## src/rtl/spi_ctl_pkg.sv

```systemverilog
package spi_ctl_pkg;

  localparam int ADR_CTRL = 0;
  localparam int ADR_STAT = 1;
  localparam int ADR_DATA = 2;

  typedef struct packed {
    logic       ie;
    logic [1:0] rate;
    logic       cpha;
    logic       cpol;
    logic       master;
    logic       en;
  } ctrl_t;

  localparam int CTRL_W = $bits(ctrl_t);

  // serial half-period in system clocks
  function automatic int half_cycles(input logic [1:0] rate, input logic slow);
    int b;
    case (rate)
      2'd0:    b = 1;
      2'd1:    b = 4;
      2'd2:    b = 16;
      default: b = 32;
    endcase
    return slow ? (b * 2) : b;
  endfunction

endpackage

```

## src/rtl/spi_ctl_mclk.sv

```systemverilog
module spi_ctl_mclk #(
  parameter int BITS = 8,
  parameter int HCW  = 7
) (
  input  logic           clk,
  input  logic           rst,
  input  logic           start,
  input  logic           cpol,
  input  logic [HCW-1:0] hlim,
  output logic           busy,
  output logic           sclk,
  output logic           lead,
  output logic           trail
);
  localparam int EW = $clog2(2 * BITS);

  logic [HCW-1:0] hcnt, hlim_q;
  logic [EW-1:0]  ecnt;
  logic           tick;

  assign tick  = busy && (hcnt == hlim_q);
  assign lead  = tick && !ecnt[0];
  assign trail = tick && ecnt[0];

  always_ff @(posedge clk) begin
    if (rst) begin
      busy   <= 1'b0;
      sclk   <= 1'b0;
      hcnt   <= '0;
      ecnt   <= '0;
      hlim_q <= '0;
    end else if (start) begin
      busy   <= 1'b1;
      sclk   <= cpol;
      hcnt   <= '0;
      ecnt   <= '0;
      hlim_q <= hlim;
    end else if (busy) begin
      if (tick) begin
        hcnt <= '0;
        sclk <= ~sclk;
        ecnt <= ecnt + 1'b1;
        if (ecnt == EW'(2 * BITS - 1)) busy <= 1'b0;
      end else begin
        hcnt <= hcnt + 1'b1;
      end
    end else begin
      sclk <= cpol;
    end
  end
endmodule

```

## src/rtl/spi_ctl_sfront.sv

```systemverilog
module spi_ctl_sfront (
  input  logic clk,
  input  logic rst,
  input  logic en,
  input  logic cpol,
  input  logic sclk_i,
  input  logic ss_n_i,
  input  logic mosi_i,
  output logic ss_act,
  output logic ss_fall,
  output logic lead,
  output logic trail,
  output logic mosi_s
);
  logic sck_m, sck_s, sck_p;
  logic ss_m, ss_s, ss_p;
  logic mo_m;
  logic edge_seen;

  always_ff @(posedge clk) begin
    if (rst) begin
      sck_m <= 1'b0; sck_s <= 1'b0; sck_p <= 1'b0;
      ss_m  <= 1'b1; ss_s  <= 1'b1; ss_p  <= 1'b1;
      mo_m  <= 1'b0; mosi_s <= 1'b0;
    end else begin
      sck_m <= sclk_i; sck_s <= sck_m; sck_p <= sck_s;
      ss_m  <= ss_n_i; ss_s  <= ss_m;  ss_p  <= ss_s;
      mo_m  <= mosi_i; mosi_s <= mo_m;
    end
  end

  assign ss_act    = en && !ss_s;
  assign ss_fall   = ss_act && ss_p;
  assign edge_seen = ss_act && !ss_fall && (sck_s != sck_p);
  assign lead      = edge_seen && (sck_p == cpol);
  assign trail     = edge_seen && (sck_p != cpol);
endmodule

```

## src/rtl/spi_ctl_shift.sv

```systemverilog
module spi_ctl_shift #(
  parameter int BITS = 8
) (
  input  logic            clk,
  input  logic            rst,
  input  logic            load,
  input  logic [BITS-1:0] ld_data,
  input  logic            lead,
  input  logic            trail,
  input  logic            cpha,
  input  logic            din,
  output logic            dout,
  output logic [BITS-1:0] rx_byte,
  output logic            done
);
  localparam int CW = $clog2(BITS);

  logic [BITS-1:0] shreg, nxt;
  logic [CW-1:0]   cnt;
  logic            samp;

  assign nxt = {shreg[BITS-2:0], (cpha ? din : samp)};

  always_ff @(posedge clk) begin
    if (rst) begin
      shreg   <= '0;
      rx_byte <= '0;
      cnt     <= '0;
      samp    <= 1'b0;
      dout    <= 1'b0;
      done    <= 1'b0;
    end else begin
      done <= 1'b0;
      if (load) begin
        shreg <= ld_data;
        dout  <= ld_data[BITS-1];
        cnt   <= '0;
      end else begin
        if (lead) begin
          if (!cpha) samp <= din;
          else       dout <= shreg[BITS-1];
        end
        if (trail) begin
          shreg <= nxt;
          if (!cpha) dout <= shreg[BITS-2];
          cnt <= cnt + 1'b1;
          if (cnt == CW'(BITS - 1)) begin
            done    <= 1'b1;
            rx_byte <= nxt;
          end
        end
      end
    end
  end
endmodule

```

## src/rtl/spi_ctl.sv

```systemverilog
module spi_ctl
  import spi_ctl_pkg::*;
#(
  parameter int DW  = 8,
  parameter int AW  = 2,
  parameter int HCW = 7
) (
  input  logic          clk,
  input  logic          rst,
  input  logic          wr_en,
  input  logic [AW-1:0] addr,
  input  logic [DW-1:0] wdata,
  output logic [DW-1:0] rdata,
  input  logic          slow_mode,
  input  logic          glb_irq_en,
  output logic          irq,
  output logic          sclk_o,
  output logic          ss_n_o,
  output logic          mosi_o,
  input  logic          miso_i,
  input  logic          sclk_i,
  input  logic          ss_n_i,
  input  logic          mosi_i,
  output logic          miso_o,
  output logic          miso_oe
);
  ctrl_t         ctrl;
  logic          done_f, coll_f;
  logic [DW-1:0] tx_buf, rx_reg;

  logic is_m, is_s, busy, dwr, start;
  logic m_busy, m_lead, m_trail;
  logic s_act, s_fall, s_lead, s_trail, s_mosi;
  logic e_dout, e_done;
  logic [DW-1:0]  e_rx;
  logic [HCW-1:0] hlim;

  assign is_m  = ctrl.en && ctrl.master;
  assign is_s  = ctrl.en && !ctrl.master;
  assign busy  = (is_m && m_busy) || s_act;
  assign dwr   = wr_en && (addr == AW'(ADR_DATA));
  assign start = dwr && is_m && !busy;
  assign hlim  = HCW'(half_cycles(ctrl.rate, slow_mode) - 1);

  spi_ctl_mclk #(.BITS(DW), .HCW(HCW)) u_mclk (
    .clk(clk), .rst(rst), .start(start), .cpol(ctrl.cpol), .hlim(hlim),
    .busy(m_busy), .sclk(sclk_o), .lead(m_lead), .trail(m_trail)
  );

  spi_ctl_sfront u_sfront (
    .clk(clk), .rst(rst), .en(is_s), .cpol(ctrl.cpol),
    .sclk_i(sclk_i), .ss_n_i(ss_n_i), .mosi_i(mosi_i),
    .ss_act(s_act), .ss_fall(s_fall), .lead(s_lead), .trail(s_trail),
    .mosi_s(s_mosi)
  );

  spi_ctl_shift #(.BITS(DW)) u_shift (
    .clk(clk), .rst(rst),
    .load(start || s_fall),
    .ld_data(is_m ? wdata : tx_buf),
    .lead(is_m ? m_lead : s_lead),
    .trail(is_m ? m_trail : s_trail),
    .cpha(ctrl.cpha),
    .din(is_m ? miso_i : s_mosi),
    .dout(e_dout), .rx_byte(e_rx), .done(e_done)
  );

  assign ss_n_o  = ~m_busy;
  assign mosi_o  = is_m && e_dout;
  assign miso_o  = s_act && e_dout;
  assign miso_oe = s_act;

  always_ff @(posedge clk) begin
    if (rst) begin
      ctrl   <= '0;
      done_f <= 1'b0;
      coll_f <= 1'b0;
      tx_buf <= '0;
      rx_reg <= '0;
      rdata  <= '0;
      irq    <= 1'b0;
    end else begin
      if (wr_en && (addr == AW'(ADR_CTRL))) ctrl <= ctrl_t'(wdata[CTRL_W-1:0]);
      if (wr_en && (addr == AW'(ADR_STAT))) begin
        if (wdata[DW-1]) done_f <= 1'b0;
        if (wdata[DW-2]) coll_f <= 1'b0;
      end
      if (dwr) begin
        if (busy) coll_f <= 1'b1;
        else      tx_buf <= wdata;
      end
      if (e_done) begin
        done_f <= 1'b1;
        rx_reg <= e_rx;
      end
      irq <= done_f && ctrl.ie && glb_irq_en;
      case (addr)
        AW'(ADR_CTRL): rdata <= {{(DW-CTRL_W){1'b0}}, ctrl};
        AW'(ADR_STAT): rdata <= {done_f, coll_f, {(DW-2){1'b0}}};
        AW'(ADR_DATA): rdata <= rx_reg;
        default:       rdata <= '0;
      endcase
    end
  end
endmodule

```

## config.mk

```make
export PLATFORM = sky130hd
export DESIGN_NAME = spi_ctl
export DESIGN_NICKNAME = d
export VERILOG_FILES = /design/src/rtl/spi_ctl_pkg.sv /design/src/rtl/spi_ctl_mclk.sv /design/src/rtl/spi_ctl_sfront.sv /design/src/rtl/spi_ctl_shift.sv /design/src/rtl/spi_ctl.sv
export SDC_FILE = /design/constraint.sdc
export NUM_CORES = 1
export LEC_CHECK = 0
export CAP_MARGIN = 20
export CORE_MARGIN = 3
export CORE_UTILIZATION = 43
export DETAILED_ROUTE_END_ITERATION = 6
export GPL_TIMING_DRIVEN = 1
export MAX_ROUTING_LAYER = met4
export SETUP_SLACK_MARGIN = 0.15
export SLEW_MARGIN = 10
export SYNTH_ARGS = -nofsm -noshare
export SYNTH_HDL_FRONTEND = slang
export SYNTH_SLANG_ARGS = --single-unit
export TNS_END_PERCENT = 20
```

## constraint.sdc

```tcl
create_clock -name clk -period 1.6 [get_ports clk]
set_input_delay 0.32 -clock clk [delete_from_list [all_inputs] [get_ports clk]]
set_output_delay 0.32 -clock clk [all_outputs]
set_load 0.005 [all_outputs]
```

=== After elaboration in Yosys (flattened, before gate mapping) ===
Index checks and enable logic that the tools add are counted.

* Bits in registers: 84
* Output and inout bits: 14
* Word-level logic and storage cells: 124

* Multiplexer cells: 31
* Bitwise gates (word level): 6
* Equal/unequal tests: 11
* Add/subtract/negate cells: 4
* Reduce and logical (&&, ||, !) cells: 41

{| class="wikitable"
|+ Operators with widths
! operator !! count
|-
| two-way mux 1 bit || 24
|-
| two-way mux 8 bit || 3
|-
| one-hot mux 8 bit (3 select lines) || 1
|-
| logical AND 1 bit || 21
|-
| one-hot mux 6 bit (3 select lines) || 1
|-
| two-way mux 7 bit || 2
|-
| adder 7 x 1 -> 7 bit (second input constant) || 1
|-
| equality test 7 bit || 1
|-
| subtractor 7 x 2 -> 7 bit (second input constant) || 1
|-
| NOT 1 bit || 6
|-
| AND reduction 2 bit || 3
|-
| AND reduction 3 bit || 2
|-
| nonzero test 2 bit || 3
|-
| logical NOT 1 bit || 5
|-
| adder 4 x 1 -> 4 bit (second input constant) || 1
|-
| equality test 2 x 1 -> 1 bit (second input constant) || 2
|-
| equality test 2 bit (second input constant) || 2
|-
| equality test 4 bit (second input constant) || 1
|-
| logical NOT 2 bit || 2
|-
| OR reduction 2 bit || 2
|-
| adder 3 x 1 -> 3 bit (second input constant) || 1
|-
| equality test 3 bit (second input constant) || 1
|-
| inequality test 3 bit (second input constant) || 1
|-
| OR reduction 3 bit || 1
|-
| 3 further kinds || 5
|}

=== Longest topological paths before layout ===
* Word-level depth: 13
* Gate-level depth with buffers: 8

=== Hierarchy ===
A second synthesis with hierarchy kept.

* Cell total of the unflattened synthesis: 378
* Area, all modules: 3739.8 um2

{| class="wikitable"
|+ Modules (own cells, without submodules)
! module !! cells an instance !! area an instance (um2) !! times used !! sequential area each (um2)
|-
| spi_ctl || 155 || 1554.0 || 1 || 680.7
|-
| spi_ctl_shift || 92 || 970.9 || 1 || 440.4
|-
| spi_ctl_mclk || 106 || 940.9 || 1 || 400.4
|-
| spi_ctl_sfront || 25 || 274.0 || 1 || 160.2
|}

=== Worst setup path before layout ===
Ideal clock, no wire load.

* Kind: register -> register
* Start: register ctrl[1] (netlist name)
* End: register u_shift.rx_byte[0]
* Slack: -0.049 ns
* Clock period less this slack: 1.649 ns
* Stages on the path, launching flop included: 7
* Library setup time: 0.121 ns
* Arrival: 1.528 ns
* Cells stage by stage: dfxtp_1 nor4b_1 o21ai_1 o21a_1 buf_6 nor2_8 mux2_4

* Cells in the longest elaborated chain, start to end: 10

{| class="wikitable"
|+ RTL lines
! item !! RTL line !! text
|-
| from (decl) || spi_ctl.sv:27 || <nowiki>ctrl_t ctrl;</nowiki>
|-
| from (signal assigned) || spi_ctl.sv:83 || <nowiki>if (wr_en && (addr == AW'(ADR_CTRL))) ctrl <= ctrl_t'(wdata[CTRL_W-1:0]);</nowiki>
|-
| logical NOT 1 bit || spi_ctl.sv:39 || <nowiki>assign is_s = ctrl.en && !ctrl.master;</nowiki>
|-
| logical AND 1 bit || spi_ctl.sv:39 ||
|-
| logical AND 1 bit || spi_ctl_sfront.sv:32 || <nowiki>assign ss_act = en && !ss_s;</nowiki>
|-
| logical AND 1 bit || spi_ctl_sfront.sv:33 || <nowiki>assign ss_fall = ss_act && ss_p;</nowiki>
|-
| logical NOT 1 bit || spi_ctl_sfront.sv:34 || <nowiki>assign edge_seen = ss_act && !ss_fall && (sck_s != sck_p);</nowiki>
|-
| logical AND 1 bit (2 in series) || spi_ctl_sfront.sv:34 ||
|-
| logical AND 1 bit || spi_ctl_sfront.sv:36 || <nowiki>assign trail = edge_seen && (sck_p != cpol);</nowiki>
|-
| two-way mux 1 bit || spi_ctl.sv:62 || <nowiki>.trail(is_m ? m_trail : s_trail),</nowiki>
|-
| AND reduction 3 bit (no source line) || - ||
|-
| to (signal assigned) || spi_ctl_shift.sv:49 || <nowiki>rx_byte <= nxt;</nowiki>
|-
| to (decl) || spi_ctl_shift.sv:13 || <nowiki>output logic [BITS-1:0] rx_byte,</nowiki>
|}

Parallel ways exist; a longest one is shown, timed or not.
A chain may end at the register's enable or synchronous reset.

=== Worst setup path in the final report ===
* Start: register ctrl[1] (netlist name)
* End: register u_shift.dout

* Cells in the longest elaborated chain, start to end: 13

{| class="wikitable"
|+ RTL lines
! item !! RTL line !! text
|-
| logical NOT 1 bit || spi_ctl.sv:39 ||
|-
| logical AND 1 bit || spi_ctl.sv:39 ||
|-
| logical AND 1 bit || spi_ctl_sfront.sv:32 ||
|-
| logical AND 1 bit || spi_ctl_sfront.sv:33 ||
|-
| logical NOT 1 bit || spi_ctl_sfront.sv:34 ||
|-
| logical AND 1 bit (2 in series) || spi_ctl_sfront.sv:34 ||
|-
| logical AND 1 bit || spi_ctl_sfront.sv:35 || <nowiki>assign lead = edge_seen && (sck_p == cpol);</nowiki>
|-
| two-way mux 1 bit || spi_ctl.sv:61 || <nowiki>.lead(is_m ? m_lead : s_lead),</nowiki>
|-
| two-way mux 1 bit || spi_ctl_shift.sv:39 || <nowiki>if (lead) begin</nowiki>
|-
| two-way mux 1 bit || spi_ctl_shift.sv:45 || <nowiki>if (!cpha) dout <= shreg[BITS-2];</nowiki>
|-
| two-way mux 1 bit || spi_ctl_shift.sv:43 || <nowiki>if (trail) begin</nowiki>
|-
| two-way mux 1 bit (*) || spi_ctl_shift.sv:34 || <nowiki>if (load) begin</nowiki>
|-
| to (signal assigned) || spi_ctl_shift.sv:36 || <nowiki>dout <= ld_data[BITS-1];</nowiki>
|-
| to (signal assigned) || spi_ctl_shift.sv:41 || <nowiki>else dout <= shreg[BITS-1];</nowiki>
|-
| to (signal assigned) || spi_ctl_shift.sv:45 ||
|-
| to (decl) || spi_ctl_shift.sv:12 || <nowiki>output logic dout,</nowiki>
|}

Mark *: on every way between the ends. The rest lies on a longest branch, timed or not.

==> results_dict.tcl <==
set metrics [dict create \
    antenna_left 0 \
    final.setup.tns_ps 0 \
    die_y_um 98.5 \
    end_kind "flop" \
    grt_overflow 0 \
    power.density_nw_per_um2 781 \
    avgSynthCellArea_um2 9.52 \
    yosys_warnings 0 \
    ys_ff_latch 84 \
    yosys-top-cells-area "dfxtp_1 (46%), mux2i_1 (14%), nor2_1 (5.6%)" \
    irDropWorstVdd_mv 0.502 \
    min_path_cells 2 \
    internal_power_mw 3.02 \
    clkSinkCount 84 \
    final_cell_mix "dfxtp_1 (73), nor2_1 (54), mux2i_1 (46)" \
    cts_hold_buf 0 \
    synth_area_um2 3680 \
    report.final.slew_viol_count 0 \
    holdWs_ps 394 \
    worst_path_max_delay_cell "dfxtp_4" \
    die_area_um2 9690 \
    vias_per_cell 5.04 \
    pwr-share-comb 0.066 \
    max-slew-margin-rel 0.648 \
    worstReg2RegEnd "u_shift.dout$_SDFF_PP0_" \
    track_usage 0.189 \
    areaGrowthSynthToFinish_pct 36.9 \
    grt_pass1_wl_um 14200 \
    p_total_mw 3.93 \
    r2r-start "ctrl[1]$_SDFFE_PP0P_" \
    async_flop_share 0 \
    fp.dieW_um 98.5 \
    tritoncts "yes" \
    port-buffer-count 32 \
    sw_frac_of_total 0.230 \
    critPathMaxStageDelay_ps 400 \
    drt_iter0_markers 99 \
    antenna_found_initial 0 \
    final_common_cell "dfxtp_1" \
    r2r_slack_ps 8 \
    worstSetupStartpoint "ctrl[1]$_SDFFE_PP0P_" \
    rows 33 \
    pwr-share-seq 0.544 \
    cts_buffers 9 \
    setup_viol 0 \
    grt_max_degree 25 \
    dp_hpwl_um 5900 \
    outcome "completed" \
    synth_ff_type "dfxtp_1" \
    cp_cell_sequence "buf_6 > and4bb_1 > o21ba_4 > nor2_1 > nor4_2 > a311oi_1" \
    start_kind "flop" \
    reg2reg_depth 6 \
    min_from "rst" \
    final_layout_size_suffix_gt1_frac 0.312 \
    root_buffer "clkbuf_8" \
    worst_clock_skew_ps 10.6 \
    synth_seq_area_share 0.457 \
    worstPathArrival_ps 1810 \
    coreArea_um2 8260 \
    path_max_fanout 6 \
    ys_types 47 \
    rsz0062_at_grt "yes" \
    netSwitchingPower_mw 0.905 \
    synth_edf_count 0 \
    p_leak_nw 2.02 \
    first_global_vias 2859 \
    max-cap-violations 0 \
    drc 0 \
    synth_nets 409 \
    htree_levels 3 \
    drt_pass1_iterations 4 \
    min_period_over_period 0.995 \
    netlist_instances 386 \
    place_congestion 0.825 \
    initial_core_util 0.445 \
    worstHoldPathType "input pin to flop" \
    hold_viol_final 0 \
    synth.top_cell.area_share 0.457 \
    clk_pin_slew_worst_paths_ps 90 \
    fmax_ghz 0.628 \
    cts_buffer_depth 2 \
    post-route-min-period_ps 1590 \
    routed_wl_um 8350 \
    worst_slew_pin_slew_ps 527 \
    path_class "flop to flop" \
    nNetsFinal 489 \
    fill_cells 718 \
    synth_top_area_cell "dfxtp_1" \
    dr_total_vias 2905 \
    clkPwrFrac 0.389 \
    ios 33 \
    clkLatencyLatePin_ps 350 \
    n_antenna_cell 0 \
    worstSetupEndpoint "u_shift.dout$_SDFF_PP0_" \
    wire_per_inst_um 14.5 \
    crit_required_ps 1820 \
]
[kinds of logic after synthesis]
| logic type | share of synthesized area |
|---|---|
| buffers and inverters | 0.0429 |
| AO/OA/AOI/OAI | 0.0841 |
| adder cells (fa/ha/maj) | 0.0136 |
| XOR/XNOR | 0.0405 |
| flip-flops | 0.457 |
| multiplexers | 0.140 |
| AND/OR/NAND/NOR | 0.221 |
[routing by layer]
metal,global-route usage,wire (um),vias up
met3,0.0382,239,7
met1,0.264,4250,1372
met5,-,0,-
li1,-,-,1493
met4,0.0662,108,0
met2,0.274,3750,33
[what timing repair did]
action | CTS | global route
cloned | 0 | 0
setup endpoints to repair | 66 | 60
pin swaps | 15 | 41
buffers inserted | 6 | 2
resized for setup | 61 | 45
[how the worst min path moves through the flow]
stage,end,slack [ps]
CTS,rx_reg[5]$_SDFFE_PP0P_,390
floorplan,u_sfront.ss_s$_SDFF_PP1_,390
detailed placement,u_sfront.ss_s$_SDFF_PP1_,400
global placement,u_sfront.ss_s$_SDFF_PP1_,390
finish,ctrl[4]$_SDFFE_PP0P_,390
global route,ctrl[5]$_SDFFE_PP0P_,400
[power by group through the flow]
stage                     sequential, mW  combinational (mW)  clock [mW]
after floorplan                     2.18               0.116           0
after global placement              2.19               0.237           0
after detailed placement            2.19               0.239           0
after CTS                           2.13               0.250        1.58
after global routing                2.14               0.285        1.67
final                               2.14               0.261        1.53
[worst max-delay path, delay by kind of cell, from the launching register on]
kind,cells,cell delay [ps]
buffers and inverters,1,110
DFF,1,400
AOI/OAI and AO/OA,2,410
and+or+nand+nor,3,540
[cell usage after synthesis (3+ instances only)]
master	instances
a211oi_1	18
a21oi_1	14
and3_1	8
buf_2	4
clkbuf_1	13
dfxtp_1	84
ha_1	4
inv_1	7
mux2i_1	50
nand2_1	18
nand2b_1	16
nand3_1	4
nand3b_1	3
nand4_1	6
nor2_1	55
nor2b_1	11
nor3_1	10
or2_2	7
xnor2_1	13
xor2_1	4
[per-stage QoR]
| step | utilization | area (um^2) | instances | setup slack (ps) |
|---|---|---|---|---|
| finish | 0.609 | 5030 | 576 | 8.31 |
| CTS | 0.583 | 4820 | 574 | -29.6 |
| global placement | 0.538 | 4440 | 552 | -248 |
| global route | 0.609 | 5030 | 576 | -52.6 |
| floorplan | - | 3690 | 386 | 2.35 |
| detailed placement | 0.538 | 4440 | 552 | -295 |
[cell type report]
| class | instances | area, um^2 | share of cell area |
|---|---|---|---|
| multi-input combinational | 271 | 2140 | 0.425 |
| clock inverter | 5 | 61.3 | 0.0122 |
| clock buffer | 11 | 141 | 0.0281 |
| sequential | 84 | 1700 | 0.338 |
| timing repair buffer | 93 | 833 | 0.166 |
| inverter | 7 | 26.3 | 0.00522 |
| tap | 105 | 131 | 0.0261 |
Power figures use the tool's default switching activity.
